<file path="src/rtl/gpio_bank_pkg.sv">
package gpio_bank_pkg;

    localparam int BUS_W  = 32;
    localparam int ADDR_W = 3;

    typedef enum logic [ADDR_W-1:0] {
        SEL_DATA = 3'd0,
        SEL_DIR  = 3'd1,
        SEL_MASK = 3'd2,
        SEL_CAP  = 3'd3,
        SEL_SET  = 3'd4,
        SEL_CLR  = 3'd5
    } reg_sel_e;

    typedef struct packed {
        logic data;
        logic dir;
        logic mask;
        logic cap;
        logic set;
        logic clr;
    } wr_dec_t;

    function automatic wr_dec_t decode_write(input logic we, input logic [ADDR_W-1:0] a);
        wr_dec_t d;
        d.data = we && (a == SEL_DATA);
        d.dir  = we && (a == SEL_DIR);
        d.mask = we && (a == SEL_MASK);
        d.cap  = we && (a == SEL_CAP);
        d.set  = we && (a == SEL_SET);
        d.clr  = we && (a == SEL_CLR);
        return d;
    endfunction

endpackage

</file>
<file path="src/rtl/gpio_bank_sync.sv">
module gpio_bank_sync #(
    parameter int W = 32
) (
    input  logic         clk,
    input  logic         rst,
    input  logic [W-1:0] pin_raw,
    output logic [W-1:0] pin_sync,
    output logic [W-1:0] pin_rise
);
    logic [W-1:0] meta_q;
    logic [W-1:0] sync_q;
    logic [W-1:0] prev_q;

    always_ff @(posedge clk) begin
        if (rst) begin
            meta_q <= '0;
            sync_q <= '0;
            prev_q <= '0;
        end else begin
            meta_q <= pin_raw;
            sync_q <= meta_q;
            prev_q <= sync_q;
        end
    end

    assign pin_sync = sync_q;
    assign pin_rise = sync_q & ~prev_q;
endmodule

</file>
<file path="src/rtl/gpio_bank_ctrl.sv">
module gpio_bank_ctrl
    import gpio_bank_pkg::*;
#(
    parameter int W = 32
) (
    input  logic         clk,
    input  logic         rst,
    input  wr_dec_t      dec,
    input  logic [W-1:0] wval,
    output logic [W-1:0] out_q,
    output logic [W-1:0] dir_q,
    output logic [W-1:0] mask_q
);
    always_ff @(posedge clk) begin
        if (rst) begin
            out_q  <= '0;
            dir_q  <= '0;
            mask_q <= '0;
        end else begin
            if (dec.data)
                out_q <= wval;
            else if (dec.set)
                out_q <= out_q | wval;
            else if (dec.clr)
                out_q <= out_q & ~wval;
            if (dec.dir)
                dir_q <= wval;
            if (dec.mask)
                mask_q <= wval;
        end
    end
endmodule

</file>
<file path="src/rtl/gpio_bank_capture.sv">
module gpio_bank_capture #(
    parameter int W         = 32,
    parameter bit EDGE_MODE = 1'b1
) (
    input  logic         clk,
    input  logic         rst,
    input  logic         clr_en,
    input  logic [W-1:0] clr_bits,
    input  logic [W-1:0] rise,
    output logic [W-1:0] cap_q
);
    generate
        if (EDGE_MODE) begin : g_edge
            logic [W-1:0] held_q;
            logic [W-1:0] wipe;
            assign wipe = clr_en ? clr_bits : '0;
            // a new edge outranks a clear in the same cycle
            always_ff @(posedge clk) begin
                if (rst)
                    held_q <= '0;
                else
                    held_q <= (held_q & ~wipe) | rise;
            end
            assign cap_q = held_q;
        end else begin : g_level
            assign cap_q = '0;
        end
    endgenerate
endmodule

</file>
<file path="src/rtl/gpio_bank.sv">
module gpio_bank
    import gpio_bank_pkg::*;
#(
    parameter int PINS      = 32,
    parameter bit EDGE_MODE = 1'b1
) (
    input  logic              clk,
    input  logic              rst,
    input  logic              wr_en,
    input  logic              rd_en,
    input  logic [ADDR_W-1:0] addr,
    input  logic [BUS_W-1:0]  wdata,
    output logic [BUS_W-1:0]  rdata,
    input  logic [PINS-1:0]   pin_in,
    output logic [PINS-1:0]   pin_out,
    output logic [PINS-1:0]   pin_oe,
    output logic              irq
);
    wr_dec_t          dec;
    logic [PINS-1:0]  wval;
    logic [PINS-1:0]  sync_v, rise_v;
    logic [PINS-1:0]  out_q, dir_q, mask_q, cap_q;
    logic [PINS-1:0]  view, pending;
    logic [BUS_W-1:0] rd_mux;
    logic             irq_q;
    logic [BUS_W-1:0] rdata_q;

    assign dec  = decode_write(wr_en, addr);
    assign wval = wdata[PINS-1:0];

    gpio_bank_sync #(.W(PINS)) u_sync (
        .clk      (clk),
        .rst      (rst),
        .pin_raw  (pin_in),
        .pin_sync (sync_v),
        .pin_rise (rise_v)
    );

    gpio_bank_ctrl #(.W(PINS)) u_ctrl (
        .clk    (clk),
        .rst    (rst),
        .dec    (dec),
        .wval   (wval),
        .out_q  (out_q),
        .dir_q  (dir_q),
        .mask_q (mask_q)
    );

    gpio_bank_capture #(.W(PINS), .EDGE_MODE(EDGE_MODE)) u_cap (
        .clk      (clk),
        .rst      (rst),
        .clr_en   (dec.cap),
        .clr_bits (wval),
        .rise     (rise_v),
        .cap_q    (cap_q)
    );

    assign view = (dir_q & out_q) | (~dir_q & sync_v);

    generate
        if (EDGE_MODE) begin : g_pend_edge
            assign pending = cap_q & mask_q;
        end else begin : g_pend_level
            assign pending = view & mask_q;
        end
    endgenerate

    always_comb begin
        case (addr)
            SEL_DATA: rd_mux = BUS_W'(view);
            SEL_DIR:  rd_mux = BUS_W'(dir_q);
            SEL_MASK: rd_mux = BUS_W'(mask_q);
            SEL_CAP:  rd_mux = BUS_W'(cap_q);
            default:  rd_mux = '0;
        endcase
    end

    always_ff @(posedge clk) begin
        if (rst) begin
            irq_q   <= 1'b0;
            rdata_q <= '0;
        end else begin
            irq_q <= |pending;
            if (rd_en)
                rdata_q <= rd_mux;
        end
    end

    assign irq     = irq_q;
    assign rdata   = rdata_q;
    assign pin_out = out_q;
    assign pin_oe  = dir_q;
endmodule

</file>
<file path="config.mk">
export PLATFORM = sky130hd
export DESIGN_NAME = gpio_bank
export DESIGN_NICKNAME = d
export VERILOG_FILES = /design/src/rtl/gpio_bank_pkg.sv /design/src/rtl/gpio_bank_sync.sv /design/src/rtl/gpio_bank_ctrl.sv /design/src/rtl/gpio_bank_capture.sv /design/src/rtl/gpio_bank.sv
export SDC_FILE = /design/constraint.sdc
export NUM_CORES = 1
export LEC_CHECK = 0
export ABC_CLOCK_PERIOD_IN_PS = 2270
export CAP_MARGIN = 15
export CELL_PAD_IN_SITES_DETAIL_PLACEMENT = 1
export CELL_PAD_IN_SITES_GLOBAL_PLACEMENT = 2
export CORE_MARGIN = 2
export CORE_UTILIZATION = 34
export CTS_CLUSTER_SIZE = 20
export DETAILED_ROUTE_END_ITERATION = 6
export GPL_ROUTABILITY_DRIVEN = 0
export PLACE_DENSITY = 0.93
export SYNTH_ARGS = -nofsm -noshare
export SYNTH_HDL_FRONTEND = slang
export SYNTH_SLANG_ARGS = --single-unit
</file>
<file path="constraint.sdc">
create_clock -name clk -period 2.27 [get_ports clk]
set_clock_uncertainty 0.1 [all_clocks]
set_input_delay 0.3405 -clock clk [delete_from_list [all_inputs] [get_ports clk]]
set_output_delay 0.3405 -clock clk [all_outputs]
set_load 0.05 [all_outputs]
</file>
# After elaboration in Yosys (flattened, before gate mapping)
# Index checks and enable logic that the tools add are counted.
# W data, S select, Z words.
[word_totals] reg_bits=257 inputBits=71 output_inout_bits=97 elab_cells=41
[classes] n_eq_ne=5 mux=5 bitwise_logic=13 n_reduce_logical=9
[op_table] op="$and A32 B32 Y32" n=6
[op_table] op="$mux W32" n=4
[op_table] op="$not A32 Y32" n=4
[op_table] op="$pmux W32 S4" n=1
[op_table] op="$or A32 B32 Y32" n=3
[op_table] op="$reduce_or A32 Y1" n=1
[op_table] op="$eq A3 B2 Y1 const B" n=2
[op_table] op="$eq A3 B3 Y1 const B" n=2
[op_table] op="$logic_and A1 B1 Y1" n=6
[op_table] op="$eq A3 B1 Y1 const B" n=1
[op_table] op="$logic_not A3 Y1" n=1
[op_table] op="$reduce_bool A3 Y1" n=1

# Logic depth before layout (Yosys ltp)
# Gate-level depths: netlist of run 1.
[depth] ltp_word=6 mapped_depth=7 mapped_depth_nobuf=4

# Cells and area by module
# From an unflattened synthesis of run 1, not the netlist that was laid out.
[unflattened] hier_cells=1002 hier_area_um2=10162.2
[modules_own_cells] mod="gpio_bank_ctrl" n_inst=1 cells_per_inst=351 area_per_inst_um2=3514.6 seq_area_each_um2=1921.8
[modules_own_cells] mod="gpio_bank_sync" n_inst=1 cells_per_inst=234 area_per_inst_um2=2800.2 seq_area_each_um2=1921.8
[modules_own_cells] mod="gpio_bank" n_inst=1 cells_per_inst=283 area_per_inst_um2=2431.1 seq_area_each_um2=660.6
[modules_own_cells] mod="gpio_bank_capture" n_inst=1 cells_per_inst=134 area_per_inst_um2=1416.4 seq_area_each_um2=640.6

# Worst setup path after synthesis of run 1
# OpenSTA, ideal clock, no wires.
[synth_path] path_kind="input -> register" start="in addr[0]" end="reg rdata_q[15], in the netlist rdata[15]" setup_ps=75 arrival_time_ps=1390 required_ps=2095 path_slack_ps=705 stages=7 n_path_buf=3 path_cell_list="buf_6 or3_1 buf_2 buf_6 o2bb2ai_1 a221oi_1 o21ai_0"
[synth_via] elab_chain_len=2 elab_cells_between_ends=5 classes_between="eq/ne: 3; mux: 1; reduce/logical: 1"
[synth_lines] element="from (decl)" line="gpio_bank.sv:11" text="input logic [ADDR_W-1:0] addr,"
[synth_lines] element="$eq A3 B2 Y1 (tied with other cells)" line="gpio_bank.sv:69" text="case (addr)"
[synth_lines] element="$pmux W32 S4 (*)" line="gpio_bank.sv:69"
[synth_lines] element="to (signal assigned)" line="gpio_bank.sv:85" text="rdata_q <= rd_mux;"
[synth_lines] element="to (decl)" line="gpio_bank.sv:26" text="logic [BUS_W-1:0] rdata_q;"
# Every way passes the cells marked *; elsewhere a longest branch is shown, timed or not.
# A chain may end at the register's enable or synchronous reset.

# Final worst setup path of run 1
[layout_path] start="reg u_ctrl.dir_q[4]" end="out pin_oe[4]"
[layout_rtl] element="from (decl)" line="gpio_bank_ctrl.sv:11" text="output logic [W-1:0] dir_q,"
[layout_rtl] element="from (signal assigned)" line="gpio_bank_ctrl.sv:27" text="dir_q <= wval;"
[layout_rtl] element="to (decl)" line="gpio_bank.sv:16" text="output logic [PINS-1:0] pin_oe,"
# No word-level cell between the ends.

==> results_dict.tcl, run 1 <==
set metrics [dict create \
    worstMarginPinSlew_ps 1080 \
    htreeDepth 1 \
    path_delay_family "buffers and inverters" \
    clock_sinks 257 \
    syn_inst 1079 \
    wl_per_cell_um 19.7 \
    synth_area_per_cell_um2 8.84 \
    initial_utilization_pct 34.4 \
    fin_util_pct 46.0 \
    viasPerCell 5.14 \
    cts_resized 5 \
    die_height_um 172 \
    synth_edf_count 0 \
    holdCritPathClass "input pin to flop" \
    min_path_cells 2 \
    place_inst 1586 \
    hold_start "rst" \
    grt-ovfl-total 0 \
    setup_viol 0 \
    path_cells "clkdlybuf4s50_1" \
    power_frac_comb_pct 8.4 \
    wl_um 32200 \
    yosysWarnings 0 \
    track_usage_pct 21.5 \
    rsz0062_at_grt "no" \
    drv_slew 0 \
    grt_pass1_vias 8645 \
    power_switching_mw 2.42 \
    layout_min_cycle_time_ps 2220 \
    slowest_delay_ps 840 \
    synthTopCellsByArea "dfxtp_1 54%, nor2b_1 10%, nand2_1 8.9%, a21oi_1 6.7%, o21ai_0 3.7%" \
    wl_met3_um 1570 \
    clkLatencyLatePin_ps 540 \
    drt_iter0_drc 478 \
    crit-reg2reg-capture "rdata[30]" \
    path_max_fanout 4 \
    p_sw_share_pct 23.9 \
    critPathRequiredTime_ps 1830 \
    async_flop_share_pct 0 \
    maxSlewHeadroom_pct 28.2 \
    grt_pass1_wl_um 48800 \
    final_area_mm2 0.0128 \
    power_density_mw_per_mm2 797 \
    hold_viol 0 \
    fin_cells 1636 \
    dp_hpwl_um 21900 \
    grt_antenna_before_repair 0 \
    cp-end-kind "output pin" \
    vias 8410 \
    ys.flop_type "dfxtp_1" \
    synth_top_cell_area_share_pct 53.9 \
    drc 0 \
    rrSetupSlack_ps 870 \
    nets 1309 \
    path_class "flop to output pin" \
    yosys.area.top_type "dfxtp_1" \
    status "completed" \
    rr_worst_depth 4 \
    area_growth_pct 33.7 \
    yosys-top-cells-count "257 x dfxtp_1, 227 x nand2_1, 160 x nor2b_1" \
    place_area_mm2 0.0118 \
    peakVddDrop_mv 0.588 \
    power_mw 10.2 \
    grt_max_degree 83 \
    die_w_um 172 \
    intPower_mw 7.74 \
    ys_ff_latch 257 \
    reg2reg_from "u_ctrl.dir_q[30]" \
    dr.pass1.iters 6 \
    crit_slowest_cell "clkdlybuf4s50_1" \
    fin_crit_sh_pct 97.9 \
    post_cts_buffers 0 \
    p_seq_share_pct 46.9 \
    crit_end "pin_oe[4]" \
    antenna_cells 0 \
    cts_buffer_depth 3 \
    cts_hold_buf 0 \
    cp.arrival_ps 1780 \
    met1_length_um 14500 \
    drive_gt1_share_pct 6.68 \
    cp_num_buf_inv 1 \
    synth_nets 1150 \
    power_leakage_nw 4.73 \
    yosysMostFrequentCell "dfxtp_1" \
    max_freq_mhz 450 \
    die-area_mm2 0.0294 \
    cts_tree "yes" \
    io-pin-count 168 \
    critPathLaunch "u_ctrl.dir_q[4]" \
    ys_seq_area_share_pct 53.9 \
    start_kind "flop" \
    drv_cap 0 \
    path_clk_slew_ps 60 \
    antenna_left 0 \
    cts_made_buffers 28 \
    routed.top_layer "met4" \
    core_region_area_mm2 0.0277 \
    fp-row-count 61 \
    synthDistinctLibCells 26 \
    syn-cell-area_mm2 0.00954 \
    port_buffers 167 \
    clock-root-buffer "clkbuf_16" \
    path_depth 1 \
    route.met2.wl_um 15400 \
    clkPwrFrac_pct 44.6 \
]
layer usage:
metal,GRT usage (%),up-vias
li1,-,3965
met4,6.41,0
met5,0,-
met2,36.4,207
met3,3.59,45
met1,28.1,4193
layout by cell type (no fill, tap or decap), drive strengths merged, types with 2 or more instances in the layout:
cell type,count
dfxtp,257
buf,35
a222oi,7
clkinv,5
clkdlybuf4s50,142
dlymetal6s2s,19
and2,2
nand2,227
nor3b,3
dlygate4sd2,5
nand4,4
a22oi,16
a21oi,128
mux2i,25
o2bb2ai,25
clkbuf,44
o21ai,78
nor2b,160
a221oi,25
nand2b,8
nor2,37
power groups by stage:
stage	combinational, mW	sequential [mW]	clock [mW]
floorplan	0.338	4.94	0
global placement	0.835	4.86	0
detailed placement	0.853	4.86	0
CTS	0.858	4.77	4.60
global route	0.916	4.78	4.83
finish	0.856	4.77	4.54
through the flow:
stage / setup TNS [ps] / setup WS (ps) / hold WS, ps
after floorplan: 0 / 705 / 314
final: 0 / 46.8 / 58.4
after global placement: -1620 / -115 / 318
after global routing: 0 / 0.373 / 65.9
after detailed placement: -4710 / -180 / 328
after CTS: 0 / 1.21 / 47.6
cell type report:
cell class | count | area, um^2
tap | 378 | 473
fill | 3119 | 15000
sequential | 257 | 5140
clock buffer | 44 | 872
clock inverter | 6 | 55.1
inverter | 1 | 3.75
multi-input combinational | 749 | 4070
timing repair buffer | 201 | 2130
cell families (layout without fill, tap and decap cells):
logic type	after synthesis	in the layout	share of synthesized area, %
AND/OR/NAND/NOR	445	445	22.6
AO/OA/AOI/OAI	279	279	17.4
flip-flops	257	257	53.9
buffers and inverters	73	252	3.50
multiplexers	25	25	2.62
worst min path at each step:
stage / end
3_3_place_gp: u_sync.pin_sync[2]
5_1_grt: u_cap.cap_q[15]
4_1_cts: u_cap.cap_q[18]
3_5_place_dp: u_sync.pin_sync[30]
6_report: u_sync.pin_sync[11]
2_1_floorplan: u_sync.pin_sync[0]
No activity file was read; power rests on OpenSTA's default activity.
==> run 2, diff against run 1 <==
--- a/config.mk
+++ b/config.mk
@@ -15,6 +15,7 @@
 export DETAILED_ROUTE_END_ITERATION = 6
 export GPL_ROUTABILITY_DRIVEN = 0
 export PLACE_DENSITY = 0.93
+export SLEW_MARGIN = 15
 export SYNTH_ARGS = -nofsm -noshare
 export SYNTH_HDL_FRONTEND = slang
 export SYNTH_SLANG_ARGS = --single-unit
==> results of run 2 <==
The final DEF is identical to that of run 1; final timing and power are the same.
